## config.mk

```make
export PLATFORM = sky130hd
export DESIGN_NAME = ubr_top
export DESIGN_NICKNAME = d
export VERILOG_FILES = /design/src/rtl/ubr_pkg.sv /design/src/rtl/ubr_ctrl.sv /design/src/rtl/ubr_datapath.sv /design/src/rtl/ubr_path.sv /design/src/rtl/ubr_top.sv
export SDC_FILE = /design/constraint.sdc
export NUM_CORES = 1
export LEC_CHECK = 0
export ABC_CLOCK_PERIOD_IN_PS = 2750
export CORE_ASPECT_RATIO = 0.9
export CORE_MARGIN = 3
export CORE_UTILIZATION = 47
export CTS_BUF_LIST = sky130_fd_sc_hd__clkbuf_8
export DETAILED_ROUTE_END_ITERATION = 8
export MAX_ROUTING_LAYER = met4
export PLACE_DENSITY = 0.94
export SLEW_MARGIN = 0
export SYNTH_ARGS = -nofsm -noshare
export SYNTH_HDL_FRONTEND = slang
export SYNTH_SLANG_ARGS = --single-unit
```

## constraint.sdc

```tcl
create_clock -name clk -period 2.75 [get_ports clk]
set_input_delay 0.4125 -clock clk [delete_from_list [all_inputs] [get_ports clk]]
set_output_delay 0.4125 -clock clk [all_outputs]
set_load 0.02 [all_outputs]
```

## src/rtl/ubr_pkg.sv

```systemverilog
package ubr_pkg;
  // Strobes from a path's control to its datapath
  typedef struct packed {
    logic pass;     // transparent: follow and track the input
    logic capture;  // load the input on this clock edge
    logic drive;    // port drive enable
  } ubrStrobes_t;
endpackage

```

## src/rtl/ubr_ctrl.sv

```systemverilog
module ubr_ctrl
  import ubr_pkg::*;
(
  input  logic        clk,
  input  logic        rstN,
  input  logic        latchEn,
  input  logic        strobe,
  input  logic        strobeEnN,
  input  logic        outEnN,
  output ubrStrobes_t ctl
);
  logic strobePrev;

  // Reset to 1 so a strobe held high through reset is not an edge
  always_ff @(posedge clk) begin
    if (!rstN) strobePrev <= 1'b1;
    else       strobePrev <= strobe;
  end

  always_comb begin
    ctl.pass    = latchEn;
    ctl.capture = !latchEn && strobe && !strobePrev && !strobeEnN;
    ctl.drive   = !outEnN;
  end
endmodule

```

## src/rtl/ubr_datapath.sv

```systemverilog
module ubr_datapath
  import ubr_pkg::*;
#(
  parameter int WIDTH = 18
) (
  input  logic             clk,
  input  logic             rstN,
  input  ubrStrobes_t      ctl,
  input  logic [WIDTH-1:0] dIn,
  output logic [WIDTH-1:0] dOut,
  output logic             drive
);
  logic [WIDTH-1:0] stored;

  always_ff @(posedge clk) begin
    if (!rstN)                       stored <= '0;
    else if (ctl.pass || ctl.capture) stored <= dIn;
  end

  assign dOut  = ctl.pass ? dIn : stored;
  assign drive = ctl.drive;
endmodule

```

## src/rtl/ubr_path.sv

```systemverilog
module ubr_path
  import ubr_pkg::*;
#(
  parameter int WIDTH = 18
) (
  input  logic             clk,
  input  logic             rstN,
  input  logic [WIDTH-1:0] dIn,
  input  logic             latchEn,
  input  logic             strobe,
  input  logic             strobeEnN,
  input  logic             outEnN,
  output logic [WIDTH-1:0] dOut,
  output logic             drive
);
  ubrStrobes_t ctl;

  ubr_ctrl u_ctrl (
    .clk(clk), .rstN(rstN), .latchEn(latchEn), .strobe(strobe),
    .strobeEnN(strobeEnN), .outEnN(outEnN), .ctl(ctl)
  );

  ubr_datapath #(.WIDTH(WIDTH)) u_dp (
    .clk(clk), .rstN(rstN), .ctl(ctl), .dIn(dIn), .dOut(dOut), .drive(drive)
  );
endmodule

```

## src/rtl/ubr_top.sv

```systemverilog
module ubr_top #(
  parameter int WIDTH = 18
) (
  input  logic             clk,
  input  logic             rstN,
  input  logic [WIDTH-1:0] aIn,
  input  logic [WIDTH-1:0] bIn,
  input  logic             latchAb,
  input  logic             strobeAb,
  input  logic             strobeEnAbN,
  input  logic             outEnAbN,
  input  logic             latchBa,
  input  logic             strobeBa,
  input  logic             strobeEnBaN,
  input  logic             outEnBaN,
  output logic [WIDTH-1:0] bOut,
  output logic             bDrive,
  output logic [WIDTH-1:0] aOut,
  output logic             aDrive
);
  ubr_path #(.WIDTH(WIDTH)) u_abPath (
    .clk(clk), .rstN(rstN), .dIn(aIn), .latchEn(latchAb), .strobe(strobeAb),
    .strobeEnN(strobeEnAbN), .outEnN(outEnAbN), .dOut(bOut), .drive(bDrive)
  );

  ubr_path #(.WIDTH(WIDTH)) u_baPath (
    .clk(clk), .rstN(rstN), .dIn(bIn), .latchEn(latchBa), .strobe(strobeBa),
    .strobeEnN(strobeEnBaN), .outEnN(outEnBaN), .dOut(aOut), .drive(aDrive)
  );
endmodule

```

Word level (Yosys, flattened, before mapping)
Index checks and enable logic that the tools add are counted.

Register bits after elaboration: 38. Input bits: 46. Output and inout bits: 38.

Reductions and logical operators: 16. Mux-type cells: 2.

Operator list (number): $mux 18 (2); $logic_not 1->1 (8); $logic_and 1x1->1 (6); $logic_or 1x1->1 (2).

Depth between registers and ports, before layout
Gate-level depths: netlist (run 1).

Depth after elaboration: 5. Mapped depth: 5. Mapped depth without buffers: 3.

Modules after synthesis
Synthesis (run 1) repeated with hierarchy kept, for this count alone.

Cell total of the unflattened synthesis: 218. Area, all modules: 2082.0 um^2.

Modules (own cells, without submodules): ubr_datapath (cells an instance 104, instances 2, area an instance 988.4 um^2); ubr_ctrl (cells an instance 5, instances 2, area an instance 52.6 um^2).

Worst setup path before layout (run 1)
Ideal clock, no wire load.

Kind: input -> output. Start point: input latchBa. End point: output aOut[0]. Data arrival time: 1.088 ns. Setup slack: 1.249 ns. Cell stages on the path: 3. Cell sequence: buf_6 -> buf_4 -> mux2_2.

Word-level cells in the longest chain between the ends: 1.

RTL lines: from (decl) (RTL line ubr_top.sv:12) `input logic latchBa,`; $mux 18 (RTL line ubr_datapath.sv:20) `assign dOut = ctl.pass ? dIn : stored;`; to (decl) (RTL line ubr_top.sv:18) `output logic [WIDTH-1:0] aOut,`.

No other way between the ends.

Worst setup path in the final report (run 1)
Start point: input latchBa. End point: output aOut[15].

Same word-level chain as after synthesis.

==> impl_results.rst, run 1 <==
.. list-table::
   :header-rows: 1

   * - Metric
     - Value
   * - Status
     - finished clean
   * - Time the final worst path needs with I/O delays and setup
     - 2.41 ns
   * - Via count of the first global-routing pass
     - 1602
   * - Number of antenna violations at the first check in global routing
     - 0
   * - Part of the cycle the worst path needs
     - around 87%
   * - Sequential area share after synthesis
     - a little under two fifths
   * - Cts hold-fix bufs
     - 0
   * - Number of setup buffers added after CTS
     - 0
   * - Relative slew slack
     - roughly 58%
   * - Peak ir drop on the vdd network
     - 0.350 mV
   * - Actual slew at the worst max-slew pin
     - 0.637 ns
   * - Critical path start-end classification
     - in2out
   * - GRT Residual Overflow
     - 0
   * - Number of instances in the synthesized netlist
     - between 200 and 250
   * - Fraction of final layout cells with drive strength greater than 1
     - 17.5%
   * - Clock slew at the register clock pins of the worst setup and hold paths
     - 0.06 ns
   * - Number of cells after detailed placement
     - 325
   * - WHS
     - approximately 0.46 ns
   * - Global routing usage summed across all routing layers
     - 18.2%
   * - Post-synthesis register bit count
     - 38
   * - Post-Layout Cell Count
     - ~330
   * - Synthesized cell area
     - 1980 µm²
   * - Total Die Area
     - roughly 5000 µm²
   * - Number of placed I/O pins
     - 84
   * - PD cells
     - 460 nW/µm²
   * - Sink Count
     - 38
   * - WP data required
     - 2.34 ns
   * - Placed wire-length estimate
     - 3200 µm
   * - Net total in the final layout
     - between 300 and 400
   * - Fmax
     - just over 400 MHz
   * - CORE AREA
     - 3890 µm²
   * - Pin count of the biggest net entering global routing
     - 39
   * - Startpoint type of the worst setup path
     - input port
   * - Clock latency on the worst-skew pair
     - 0.28 ns
   * - Highest net fanout along the worst path
     - 19
   * - Number of design-rule violations left by the first detailed-router iteration
     - 45
   * - FP Rows
     - 21
   * - Final Max Slew Viols
     - 0
   * - Total negative slack for setup checks
     - 0 ns
   * - Clock tree from TritonCTS
     - done
   * - Most common cell after layout, fill and taps aside
     - clkdlybuf4s50_1
   * - CTS Root Buffer Type
     - clkbuf_8
   * - Final weighted congestion in routability-driven placement
     - 0.733
   * - Count of buffers from port buffering
     - 83
   * - Worst Path Arrival
     - 1.99 ns
   * - Number of optimization iterations in the first detailed-route pass
     - 4
   * - Unrepaired setup endpoints after global routing
     - false
   * - Number of diodes
     - 0
   * - Lkg Pwr
     - between 1 and 1.5 nW
   * - Endpoint type of the worst setup path
     - output port
   * - Signed area change from the synthesized netlist to the final layout
     - 44.9%
   * - Setup Viol. Count Final
     - 0
   * - Die width
     - about 74 µm
   * - H-Tree Level Count
     - 2
   * - Post-route antenna net violation count
     - 0
   * - Number of endpoints with negative hold slack in the final report
     - 0
   * - Hold/Removal Path Class
     - reg2reg
   * - Post-synthesis average cell area
     - 9.62 µm²
   * - Vertical extent of the die
     - 67.6 µm
   * - Warnings from Yosys
     - 0
   * - Number of DRC violations after detailed routing
     - 0
   * - First-pass GRT wire length
     - just under 7000 µm
   * - Final wirelength
     - approximately 4300 µm
   * - Effective utilization at floorplan
     - around half
   * - Layout filler cell count
     - approximately 300
   * - Total nets after synthesis
     - 252
   * - Most used cells in the layout excluding fill and tap cells
     - clkdlybuf4s50_1, nand2_1, dfxtp_1
   * - Post-CTS sizing
     - 0
   * - Inserted Clock Buffers
     - 5
   * - Via total after detailed routing
     - 1666
   * - Average wire per standard cell
     - 13.0 µm
   * - Average vias per placed instance
     - about 5.0
   * - Number of distinct library cell variants in the gate-level netlist after synthesis
     - 13
   * - Maximum root-to-sink buffer count
     - 2
   * - Worst clock skew
     - 0.00422 ns
   * - Reported max-cap violation count
     - 0
==> sequential cells by signal (all words and copies together), names as in the netlist <==
signal and cells:
u_baPath.u_ctrl.strobePrev 1, u_abPath.u_dp.stored 18, u_baPath.u_dp.stored 18, u_abPath.u_ctrl.strobePrev 1
==> cell type report <==
cell class | instances | area (µm²) | share of cell area, %
Inverter | 2 | 7.51 | 0.261
Clock inverter | 2 | 7.51 | 0.261
Sequential cell | 38 | 761 | 26.5
Clock buffer | 5 | 68.8 | 2.40
Timing Repair Buffer | 89 | 896 | 31.2
Tap cell | 46 | 57.6 | 2.00
Multi-Input combinational cell | 150 | 1070 | 37.4
==> worst max-delay path: stages <==
cell	delay, ns
clkdlybuf4s50_1	0.52
buf_12	0.17
mux2_2	0.35
clkdlybuf4s50_1	0.54
==> routing by layer <==
| metal | vias to the layer above | routed length, µm | track usage [%] |
|---|---|---|---|
| met5 | - | 0 | - |
| met4 | 0 | 59 | 6.67 |
| met3 | 7 | 253 | 4.32 |
| met2 | 52 | 2140 | 31.5 |
| met1 | 763 | 1860 | 20.4 |
| li1 | 844 | - | - |
==> Yosys cell counts <==
cell type | instances | area [µm²]
clkbuf_1 | 2 | 7.51
buf_6 | 4 | 45.0
buf_2 | 5 | 25.0
inv_1 | 2 | 7.51
buf_12 | 2 | 40.0
nand2b_1 | 2 | 12.5
buf_4 | 3 | 22.5
mux2i_1 | 36 | 360
mux2_2 | 36 | 405
dfxtp_1 | 38 | 761
a21oi_2 | 2 | 17.5
nor2_1 | 2 | 7.51
nand2_1 | 72 | 270
==> worst paths after layout <==
kind / cells after the start / slack (ns) / startpoint / end
max: 4 / 0.34 / latchBa / aOut[15]
min: 2 / 0.46 / u_abPath.u_dp.stored[6] / u_abPath.u_dp.stored[6]
max reg2reg: 4 / 1.66 / u_baPath.u_ctrl.strobePrev / u_baPath.u_dp.stored[6]
min reg2reg: 2 / 0.46 / u_abPath.u_dp.stored[6] / u_abPath.u_dp.stored[6]
==> power breakdown <==
group / switching [mW] / total [mW] / internal, mW / leakage [nW]
sequential: 0.0170 / 0.604 / 0.588 / 0.314
combinational: 0.165 / 0.379 / 0.214 / 0.862
clock: 0.171 / 0.338 / 0.167 / 0.0466
total: 0.354 / 1.32 / 0.969 / 1.22
==> cells by family after synthesis <==
kind of cell	Yosys count	share of synthesized area, %
compound gates	2	0.884
buf+inv	18	7.45
mux	72	38.6
flops	38	38.4
simple gates	76	14.6
==> through the flow <==
step / utilization, % / cell area, µm² / setup slack, ns / power, mW
floorplan: - / 1980 / 1.25 / 0.827
global placement: 71.9 / 2800 / 0.351 / 0.989
detailed placement: 71.9 / 2800 / 0.328 / 0.998
CTS: 73.8 / 2870 / 0.325 / 1.34
global route: 73.8 / 2870 / 0.279 / 1.39
finish: 73.8 / 2870 / 0.344 / 1.32
(Power assumes the default switching activity.)
==> run 2: changes to the inputs <==
--- a/config.mk
+++ b/config.mk
@@ -13,6 +13,7 @@
 export DETAILED_ROUTE_END_ITERATION = 8
 export MAX_ROUTING_LAYER = met4
 export PLACE_DENSITY = 0.94
+export RECOVER_POWER = 25
 export SLEW_MARGIN = 0
 export SYNTH_ARGS = -nofsm -noshare
 export SYNTH_HDL_FRONTEND = slang
==> run 2 against run 1 <==
  * The run now ends with max-capacitance violations, max-slew violations left
  * Routed wire length about the same
  * Count of clock-buffer cells in the layout unchanged
  * Utilization down 0.23 points
  * Highest routed layer unchanged
==> impl_results.rst, run 2 (same netlist as run 1, synthesis figures left out) <==
.. list-table::
   :header-rows: 1

   * - Metric
     - Value
   * - Hold/Removal Path Class
     - reg2reg
   * - Inserted Clock Buffers
     - 5
   * - Number of setup buffers added after CTS
     - 0
   * - Relative slew slack
     - -0.917%
   * - Number of placed I/O pins
     - 84
   * - Crit-path cells
     - clkdlybuf4s50_1, buf_12, mux2_2, clkdlybuf4s50_1
   * - Post-CTS sizing
     - 0
   * - Number of design-rule violations left by the first detailed-router iteration
     - 52
   * - Most common cell after layout, fill and taps aside
     - clkdlybuf4s50_1
   * - Effective utilization at floorplan
     - 51.0%
   * - Part of the cycle the worst path needs
     - ~90%
   * - Number of antenna violations at the first check in global routing
     - 0
   * - Startpoint type of the worst setup path
     - input port
   * - Delay of the slowest cell on the worst path
     - roughly 0.54 ns
   * - Average vias per placed instance
     - between 5 and 6
   * - Via total after detailed routing
     - roughly 1700
   * - Placed wire-length estimate
     - 3200 µm
   * - Highest net fanout along the worst path
     - 19
   * - Critical path start-end classification
     - in2out
   * - Sink Count
     - 38
   * - Fmax
     - 416 MHz
   * - First-pass GRT wire length
     - 6880 µm
   * - Setup slack of the critical path after layout
     - roughly 0.35 ns
   * - Post-route antenna net violation count
     - 0
   * - CORE AREA
     - 3890 µm²
   * - CTS Root Buffer Type
     - clkbuf_8
   * - Number of diodes
     - 0
   * - Net total in the final layout
     - 332
   * - Largest registers ranked by flip-flop count
     - u_abPath.u_dp.stored x18, u_baPath.u_dp.stored x18
   * - Worst setup slack before clock tree synthesis
     - around 0.33 ns
   * - Number of optimization iterations in the first detailed-route pass
     - 4
   * - Violations in the final reports
     - max-capacitance violations, max-slew violations
   * - Peak ir drop on the vdd network
     - 0.350 mV
   * - Most frequent cell on the critical path
     - clkdlybuf4s50_1
   * - Total Die Area
     - 5030 µm²
   * - Endpoint type of the worst setup path
     - output port
   * - Clock tree from TritonCTS
     - done
   * - Die width
     - 74.5 µm
   * - Signed area change from the synthesized netlist to the final layout
     - 44.4%
   * - Time the final worst path needs with I/O delays and setup
     - approximately 2.4 ns
   * - Setup Viol. Count Final
     - 0
   * - Maximum root-to-sink buffer count
     - 2
   * - WP data required
     - 2.34 ns
   * - Number of DRC violations after detailed routing
     - 0
   * - Number of endpoints with negative hold slack in the final report
     - 0
   * - PD cells
     - between 400 and 500 nW/µm²
   * - H-Tree Level Count
     - 2
   * - Via count of the first global-routing pass
     - about 1600
   * - Clock slew at the register clock pins of the worst setup and hold paths
     - 0.06 ns
   * - Reported max-cap violation count
     - 1
   * - Status
     - complete, but fails checks
   * - Lkg Pwr
     - about 1.2 nW
   * - Worst clock skew
     - 0.00427 ns
   * - Pin count of the biggest net entering global routing
     - 39
   * - Unrepaired setup endpoints after global routing
     - false
   * - Final weighted congestion in routability-driven placement
     - about 0.73
   * - Global routing usage summed across all routing layers
     - 18.2%
   * - Actual slew at the worst max-slew pin
     - roughly 1.5 ns
   * - Average wire per standard cell
     - 13.0 µm
   * - Most used cells in the layout excluding fill and tap cells
     - clkdlybuf4s50_1, nand2_1, dfxtp_1
   * - FP Rows
     - 21
   * - GRT Residual Overflow
     - 0
   * - Total negative slack for setup checks
     - 0 ns
   * - Fraction of final layout cells with drive strength greater than 1
     - 16.4%
   * - Worst Path Arrival
     - 1.99 ns
   * - Final Max Slew Viols
     - 39
   * - Clock latency on the worst-skew pair
     - around 0.28 ns
   * - Master of the slowest instance on the critical path
     - clkdlybuf4s50_1
   * - Vertical extent of the die
     - 67.6 µm
   * - Count of buffers from port buffering
     - 83
   * - Final wirelength
     - 4310 µm
   * - Cts hold-fix bufs
     - 0
## run 2: cell count changes in the layout (fill, tap and decap cells not counted)
cell / delta
clkbuf_1: +3
buf_2: -1
buf_4: -2
## run 2: report_power, final
group	switching (mW)	leakage (nW)	total (mW)	internal (mW)
logic	0.165	0.852	0.378	0.213
registers	0.0169	0.314	0.604	0.588
clock network	0.171	0.0466	0.338	0.167
## run 2: per-stage QoR
step                      utilization, %  hold WS [ns]  instance area [µm²]  power, mW  cells
after floorplan                        -         0.436                 1980      0.827    206
after global placement              71.9         0.443                 2800      0.989    325
after detailed placement            71.9         0.454                 2800      0.998    325
after CTS                           73.8         0.463                 2870       1.34    332
after global routing                73.6         0.481                 2860       1.39    332
final                               73.6         0.458                 2860       1.32    332
## run 2: worst paths after layout
| check | from | end | slack, ns | cells after the start |
|---|---|---|---|---|
| worst max-delay path | latchBa | aOut[15] | 0.35 | 4 |
| worst min-delay path | u_abPath.u_dp.stored[6] | u_abPath.u_dp.stored[6] | 0.46 | 2 |
| worst max register to register | u_baPath.u_ctrl.strobePrev | u_baPath.u_dp.stored[6] | 1.66 | 4 |
| worst min register to register | u_abPath.u_dp.stored[6] | u_abPath.u_dp.stored[6] | 0.46 | 2 |
## run 2: metal layers
metal / GRT usage, % / share of wire [%] / routed length [µm]
met1: 20.4 / 43 / 1870
met4: 6.67 / 1.4 / 59
met5: - / 0 / 0
met2: 31.5 / 49 / 2130
met3: 4.32 / 5.9 / 253
## run 2: worst max-delay path, delay by kind of cell
kind | cells | cell delay (ns)
buffers and inverters | 3 | 1.22
muxes | 1 | 0.35
## run 2: final cells by class
| cell class | instances | area [µm²] |
|---|---|---|
| Clock buffer | 5 | 68.8 |
| Clock inverter | 2 | 7.51 |
| Fill cell | 298 | 1030 |
| Inverter | 2 | 7.51 |
| Multi-Input combinational cell | 150 | 1070 |
| Sequential cell | 38 | 761 |
| Tap cell | 46 | 57.6 |
| Timing Repair Buffer | 89 | 887 |
